<file path="src/rtl/spwm_pkg.sv">
package spwm_pkg;
   localparam int DATA_W      = 32;
   localparam int OFS_CTRL    = 'h00;
   localparam int OFS_RAW     = 'h08;
   localparam int OFS_SCALED  = 'h10;
   localparam int OFS_THR0    = 'h20;
   localparam int THR_STRIDE  = 4;
   localparam int RUN_BIT     = 12;
   localparam int FLAG_LSB    = 28;
   localparam int MAX_CH      = DATA_W - FLAG_LSB;
   // scale[3:0], stored-only bits 8,9,10,13,16,24, run bit 12
   localparam logic [DATA_W-1:0] KEEP_MASK = 32'h0101_370F;
endpackage

</file>
<file path="src/rtl/spwm_counter.sv">
module spwm_counter #(
   parameter int CMP_W   = 16,
   parameter int SCALE_W = 4,
   localparam int CNT_W  = CMP_W + (1 << SCALE_W) - 1
) (
   input  logic               clk,
   input  logic               rst_n,
   input  logic               run,
   input  logic               load,
   input  logic [CNT_W-1:0]   load_val,
   input  logic [SCALE_W-1:0] scale,
   output logic [CNT_W-1:0]   count,
   output logic [CMP_W-1:0]   scaled
);
   logic [CNT_W-1:0] shifted;

   always_ff @(posedge clk) begin
      if (!rst_n)    count <= '0;
      else if (load) count <= load_val;
      else if (run)  count <= count + 1'b1;
   end

   always_comb begin
      shifted = count >> scale;
      scaled  = shifted[CMP_W-1:0];
   end

   assert_hold_when_stopped_R2: assert property (@(posedge clk) disable iff (!rst_n)
      (!run && !load) |=> $stable(count));
   assert_single_step_R2: assert property (@(posedge clk) disable iff (!rst_n)
      (run && !load) |=> (count == CNT_W'($past(count) + 1'b1)));
   assert_load_wins_R8: assert property (@(posedge clk) disable iff (!rst_n)
      load |=> (count == $past(load_val)));
endmodule

</file>
<file path="src/rtl/spwm_channel.sv">
module spwm_channel #(
   parameter int CMP_W = 16
) (
   input  logic             clk,
   input  logic             rst_n,
   input  logic [CMP_W-1:0] scaled,
   input  logic             thr_wr,
   input  logic [CMP_W-1:0] thr_wdata,
   input  logic             flag_wr,
   input  logic             flag_wdata,
   output logic [CMP_W-1:0] thr_q,
   output logic             pwm_o,
   output logic             flag_o
);
   logic prev_q;
   logic rise;

   always_comb begin
      pwm_o = (scaled >= thr_q);
      rise  = pwm_o & ~prev_q;
   end

   always_ff @(posedge clk) begin
      if (!rst_n) begin
         thr_q  <= '0;
         prev_q <= 1'b1;
         flag_o <= 1'b0;
      end else begin
         if (thr_wr) thr_q <= thr_wdata;
         prev_q <= pwm_o;
         flag_o <= (flag_wr ? flag_wdata : flag_o) | rise;
      end
   end

   assert_zero_thr_high_R4: assert property (@(posedge clk) disable iff (!rst_n)
      (thr_q == '0) |-> pwm_o);
   assert_never_full_low_R5: assert property (@(posedge clk) disable iff (!rst_n)
      (scaled == '1) |-> pwm_o);
   assert_rise_sets_flag_R7: assert property (@(posedge clk) disable iff (!rst_n)
      ($rose(pwm_o) && !flag_wr) |=> flag_o);
   assert_flag_sticky_R7: assert property (@(posedge clk) disable iff (!rst_n)
      (flag_o && !flag_wr) |=> flag_o);
endmodule

</file>
<file path="src/rtl/scaled_pwm_timer.sv">
module scaled_pwm_timer
   import spwm_pkg::*;
#(
   parameter int NUM_CH  = 4,
   parameter int CMP_W   = 16,
   parameter int SCALE_W = 4,
   parameter int ADDR_W  = 8
) (
   input  logic                clk,
   input  logic                rst_n,
   input  logic [ADDR_W-1:0]   bus_addr,
   input  logic                bus_wen,
   input  logic [DATA_W-1:0]   bus_wdata,
   output logic [DATA_W-1:0]   bus_rdata,
   output logic [NUM_CH-1:0]   pwm_o
);
   localparam int CNT_W = CMP_W + (1 << SCALE_W) - 1;

   if (NUM_CH < 1 || NUM_CH > MAX_CH) begin : g_bad_ch
      $error("NUM_CH must lie between 1 and the flag field width");
   end
   if (SCALE_W < 1 || SCALE_W > 4) begin : g_bad_scale
      $error("SCALE_W must fit the 4-bit scale field");
   end
   if (CNT_W > DATA_W || CMP_W > DATA_W) begin : g_bad_width
      $error("counter or threshold wider than the data word");
   end
   if (OFS_THR0 + THR_STRIDE * NUM_CH > (1 << ADDR_W)) begin : g_bad_addr
      $error("threshold registers exceed the address space");
   end

   logic [DATA_W-1:0] ctrl_q;
   logic              ctrl_wr, raw_wr;
   logic [CNT_W-1:0]  count;
   logic [CMP_W-1:0]  scaled;
   logic [NUM_CH-1:0] flags;
   logic [CMP_W-1:0]  thr_rd [NUM_CH];
   logic [NUM_CH-1:0] thr_hit;

   assign ctrl_wr = bus_wen && (bus_addr == ADDR_W'(OFS_CTRL));
   assign raw_wr  = bus_wen && (bus_addr == ADDR_W'(OFS_RAW));

   always_ff @(posedge clk) begin
      if (!rst_n)       ctrl_q <= '0;
      else if (ctrl_wr) ctrl_q <= bus_wdata & KEEP_MASK;
   end

   spwm_counter #(.CMP_W(CMP_W), .SCALE_W(SCALE_W)) u_counter (
      .clk      (clk),
      .rst_n    (rst_n),
      .run      (ctrl_q[RUN_BIT]),
      .load     (raw_wr),
      .load_val (bus_wdata[CNT_W-1:0]),
      .scale    (ctrl_q[SCALE_W-1:0]),
      .count    (count),
      .scaled   (scaled)
   );

   for (genvar ch = 0; ch < NUM_CH; ch++) begin : g_ch
      assign thr_hit[ch] = (bus_addr == ADDR_W'(OFS_THR0 + THR_STRIDE * ch));
      spwm_channel #(.CMP_W(CMP_W)) u_chan (
         .clk        (clk),
         .rst_n      (rst_n),
         .scaled     (scaled),
         .thr_wr     (bus_wen && thr_hit[ch]),
         .thr_wdata  (bus_wdata[CMP_W-1:0]),
         .flag_wr    (ctrl_wr),
         .flag_wdata (bus_wdata[FLAG_LSB+ch]),
         .thr_q      (thr_rd[ch]),
         .pwm_o      (pwm_o[ch]),
         .flag_o     (flags[ch])
      );
   end

   always_comb begin
      bus_rdata = '0;
      if (bus_addr == ADDR_W'(OFS_CTRL)) begin
         bus_rdata = ctrl_q;
         bus_rdata[FLAG_LSB +: NUM_CH] = flags;
      end else if (bus_addr == ADDR_W'(OFS_RAW)) begin
         bus_rdata = DATA_W'(count);
      end else if (bus_addr == ADDR_W'(OFS_SCALED)) begin
         bus_rdata = DATA_W'(scaled);
      end else begin
         for (int ch = 0; ch < NUM_CH; ch++) begin
            if (thr_hit[ch]) bus_rdata = DATA_W'(thr_rd[ch]);
         end
      end
   end

   assert_stopped_after_reset_R1: assert property (@(posedge clk)
      !rst_n |=> (count == '0 && ctrl_q == '0));
endmodule

</file>
<file path="config.mk">
export PLATFORM = sky130hd
export DESIGN_NAME = scaled_pwm_timer
export DESIGN_NICKNAME = d
export VERILOG_FILES = /design/src/rtl/spwm_pkg.sv /design/src/rtl/spwm_counter.sv /design/src/rtl/spwm_channel.sv /design/src/rtl/scaled_pwm_timer.sv
export SDC_FILE = /design/constraint.sdc
export NUM_CORES = 1
export LEC_CHECK = 0
export CAP_MARGIN = 20
export CORE_MARGIN = 3
export CORE_UTILIZATION = 35
export CTS_CLUSTER_SIZE = 10
export DETAILED_ROUTE_END_ITERATION = 12
export DONT_BUFFER_PORTS = 1
export HOLD_SLACK_MARGIN = 0.06
export PLACE_DENSITY_LB_ADDON = 0.25
export SLEW_MARGIN = 25
export SYNTH_ARGS = -nofsm -noshare
export SYNTH_HDL_FRONTEND = slang
export SYNTH_HIERARCHICAL = 1
export SYNTH_SLANG_ARGS = --single-unit
</file>
<file path="constraint.sdc">
create_clock -name clk -period 4.4 [get_ports clk]
set_input_delay 0.44 -clock clk [delete_from_list [all_inputs] [get_ports clk]]
set_output_delay 0.44 -clock clk [all_outputs]
set_load 0.005 [all_outputs]
</file>
After elaboration in Yosys (flattened, before gate mapping) --
Cells that the tools add are included. W data, S select, Z words.
Storage, ports and cells: register bits 114, bits of input ports 43, output and inout bits 36, logic and storage cells 59
Operators by class: $add $sub $neg 1, order comparisons 4, equal/unequal tests 6, shifts and indexed selects 1, multiplexer cells 13, bitwise logic cells 12, reductions and logical operators 8
Operator list (count):
- $mux W32 | 6
- $ge A16 B16 Y1 | 4
- $mux W31 | 2
- $eq A8 B6 Y1 const B | 4
- $add A31 B1 Y31 const B | 1
- $shr A31 B4 Y16 | 1
- $mux W16 | 1
- $eq A8 B4 Y1 const B | 1
- $eq A8 B5 Y1 const B | 1
- $logic_not A8 Y1 | 1
- $logic_and A1 B1 Y1 | 6
- $and A1 B1 Y1 | 4
- $mux W1 | 4
- $not A1 Y1 | 4
- $or A1 B1 Y1 | 4
- $reduce_bool A2 Y1 | 1

Depth between registers and ports, before layout --
depth in word-level cells 8, depth in mapped cells 12, gate-level depth less buffers 10

Modules after synthesis --
The synthesis kept the hierarchy.
By module, submodules not included:
- spwm_channel | instances 4, cells an instance 118, area an instance 1056.0 um^2, sequential area each 360.3 um^2
- spwm_counter | instances 1, cells an instance 330, area an instance 2952.8 um^2, sequential area each 620.6 um^2
- scaled_pwm_timer | instances 1, cells an instance 217, area an instance 1636.6 um^2, sequential area each 220.2 um^2

Worst setup path before layout --
Ideal clock, no wire load.
kind flip-flop to output port, from reg ctrl_q[0], to out pwm_o[1], data arrival time 3.024 ns, required time 3.960 ns, slack 0.936 ns, cell stages (with the launch flop) 13, path buffers 3, path through dfxtp_1 > buf_2 > buf_2 > buf_2 > mux4_2 > mux2i_1 > o21ai_0 > inv_1 > ha_1 > nand2b_4 > a2111o_1 > nand4_1 > nand3_1
On the way: word-level cells in the longest chain between the ends 2
Ends and longest elaborated chain:
- start, declared | RTL line scaled_pwm_timer.sv:32 | logic [DATA_W-1:0] ctrl_q;
- start signal, assigned | RTL line scaled_pwm_timer.sv:45 | else if (ctrl_wr) ctrl_q <= bus_wdata & KEEP_MASK;
- $shr A31 B4 Y16 | RTL line spwm_counter.sv:24 | shifted = count >> scale;
- net scaled[0] | RTL line scaled_pwm_timer.sv:35 | logic [CMP_W-1:0] scaled;
- $ge A16 B16 Y1 | RTL line spwm_channel.sv:19 | pwm_o = (scaled >= thr_q);
- end, declared | RTL line scaled_pwm_timer.sv:15 | output logic [NUM_CH-1:0] pwm_o
The timed path passes the listed nets, and every way through them passes these cells.

Worst setup path in the final report --
from reg ctrl_q[0], to out pwm_o[3]
The elaborated chain is that of the path after synthesis.

==> flow_metrics.tcl <==
set metrics [dict create \
    synthSimpleGateAreaFrac_pct 21.68 \
    p_seq_share_pct 42.1 \
    cp_max_fo 9 \
    syn_area_sq_um 8813 \
    combinationalPowerShare_pct 3.6 \
    grt_max_degree 61 \
    critPathArrivalTime_ns 3.67 \
    maxCapViolCount 0 \
    p_total_mw 2.475 \
    final.period_utilization_pct 93.50 \
    syn-num-nets 1127 \
    finalClockSkew_ns 0.009156 \
    htree_levels 4 \
    synth_flop_cell "dfxtp_1" \
    fin_crit_ns 4.114 \
    root_buffer "clkbuf_16" \
    final-setup-viol-count 0 \
    fp.coreArea_sq_um 24530 \
    hpwl_um 21620 \
    postSynthAreaPerCell_sq_um 8.649 \
    grt_pass1_wl_um 44640 \
    grt_use_total_pct 21.74 \
    drt-wirelength-per-cell_um 22.07 \
    numCtsBuffers 17 \
    diodes 0 \
    cts_hold_buf 0 \
    yosysWarnings 6 \
    area_delta_synth_final_pct 9.128 \
    grt_pass1_vias 7111 \
    p_leak_nw 3.290 \
    ios 79 \
    fp-row-count 57 \
    slew_viol_final 0 \
    insertion_delay_ns 0.42 \
    status "finished, final reports clean" \
    fin_nets 1094 \
    cts_max_path_buffers 2 \
    hold_path.class "input pin to register" \
    io_buffers 0 \
    p_clk_share_pct 54.3 \
    viasPerCell 5.844 \
    vias 7732 \
    synth_top_family_by_area "multiplexers" \
    dr.first_iter.drc_count 678 \
    synth_compound_area_share_pct 12.85 \
    clkSinkCount 114 \
    gp_congestion 0.9112 \
    end_kind "output port" \
    cp-start-kind "register" \
    die_h_um 164.7 \
    cts-resized-gates 0 \
    drt_pass1_iterations 7 \
    fin_setup_tns_ns 0 \
    yosys.area_share.adder_pct 9.228 \
    irDropWorstVdd_uv 197.6 \
    swShare_pct 22.77 \
    wl_um 29200 \
    crit_type "register to output port" \
    initial_utilization_pct 35.92 \
    cts_setup_buffers 0 \
    ys_types 62 \
    grt_antenna_before_repair 1 \
    grt_remaining_overflow 0 \
    synth-seq-cells 114 \
    async_reset_ff_share_pct 0 \
    design_area_sq_um 9618 \
    dpl_cell_area_sq_um 9055 \
    cts_tree "done" \
    worst_hold_slack_ns 0.1206 \
    synth_mux_area_share_pct 21.96 \
    synth_xor_xnor_area_share_pct 1.292 \
    p_sw_uw 563.6 \
    power_density_nw_per_um2 257.4 \
    die_x_um 164.7 \
    slew_headroom_pct 22.09 \
    crit_required_ns 3.96 \
    drive_gt1_share_pct 11.81 \
    ant_nets 0 \
    syn_inst 1019 \
    synth-edff-count 0 \
    final_util_pct 39.20 \
    die_area_sq_um 27120 \
    finalHoldViolations 0 \
    drc 0 \
    worstMarginPinSlew_ns 1.156 \
    yosysSeqAreaShare_pct 25.89 \
    clk_pin_slew_ns 0.06 \
    internal_power_mw 1.912 \
    fmax_mhz 243.1 \
    rsz0062_at_grt "false" \
]
==> kinds of logic after synthesis <==
group / Yosys count
flops: 114
compound gates: 178
mux: 147
xor+xnor: 13
simple gates: 350
buf+inv: 152
fa+ha+maj: 65
==> final timing paths <==
check / endpoint / slack, ns / depth (start not counted) / from
worst max-delay path: pwm_o[3] / 0.29 / 11 / ctrl_q[0]
worst min-delay path: g_ch[0].u_chan/prev_q / 0.12 / 1 / rst_n
worst max register to register: g_ch[2].u_chan/flag_o / 1.01 / 9 / ctrl_q[1]
worst min register to register: ctrl_q[16] / 0.46 / 2 / ctrl_q[16]
==> critical path, cell delays in order (launching register included) <==
cell and delay, ns:
dfxtp_2 0.48, buf_4 0.25, mux4_1 0.62, mux2_2 0.31, nand2_1 0.06, o21ai_0 0.28
inv_1 0.15, ha_1 0.24, nand2b_4 0.13, a2111o_1 0.44, nand4_1 0.13, nand3_1 0.16
==> power by group through the flow <==
stage | Combinational [mW] | Clock (mW) | Sequential (mW)
3_5_place_dp | 0.0893 | 0 | 1.06
4_1_cts | 0.0896 | 1.37 | 1.04
6_report | 0.0900 | 1.34 | 1.04
3_3_place_gp | 0.0885 | 0 | 1.06
5_1_grt | 0.0982 | 1.43 | 1.04
2_1_floorplan | 0.0830 | 0 | 1.06
==> layout make-up <==
type                            instances  area [sq um]
Clock inverter                         11         112.6
Sequential cell                       114          2283
Clock buffer                           21         450.4
Timing Repair Buffer                   16         120.1
Multi-Input combinational cell        753          5931
Tap cell                              324         405.4
Inverter                               84         315.3
Fill cell                            2507         14920
==> per-layer routing <==
metal,GRT usage [%],vias to the layer above,routed length (um)
met5,0,-,13
met4,6.138,2,565
met3,5.919,28,2643
met2,32.11,289,12680
met1,31.04,3730,13300
li1,-,3683,-
==> cell usage after synthesis, drive strengths merged (14+ instances only) <==
master	count	share of area, %
mux2i	103	12
mux4	35	9.1
o21ai	56	3.2
nand4	34	2.6
nand2	50	2.2
nand2b	20	1.8
nor3	36	2.6
nor2	95	4.0
and3	17	1.2
a21oi	45	2.6
dfxtp	114	26
buf	31	1.9
clkbuf	37	1.6
inv	83	3.5
ha	65	9.2
a31oi	14	0.99
nand3	39	2.2
==> sequential cells by signal, indices dropped and copies added (netlist names) <==
name,flops
ctrl_q,11
g_ch.u_chan/thr_q,64
g_ch.u_chan/flag_o,4
u_counter/count,31
g_ch.u_chan/prev_q,4
==> cells in the final DEF (no fill, tap or decap), types with 17 or more instances in the layout <==
master and n:
a21oi_1 45, clkbuf_16 17, dfxtp_1 113, ha_1 65, inv_1 83, mux2i_1 103, mux4_2 31, nand2_1 49
nand3_1 39, nand4_1 33, nor2_1 94, nor3_1 23, o21ai_0 49
==> through the flow <==
step	worst slack [ns]	cells
after global routing	0.1120	1323
after detailed placement	0.7435	1291
after floorplan	0.9356	1019
after global placement	0.8063	1291
final	0.2860	1323
after CTS	0.2949	1323
(Power assumes the default switching activity.)
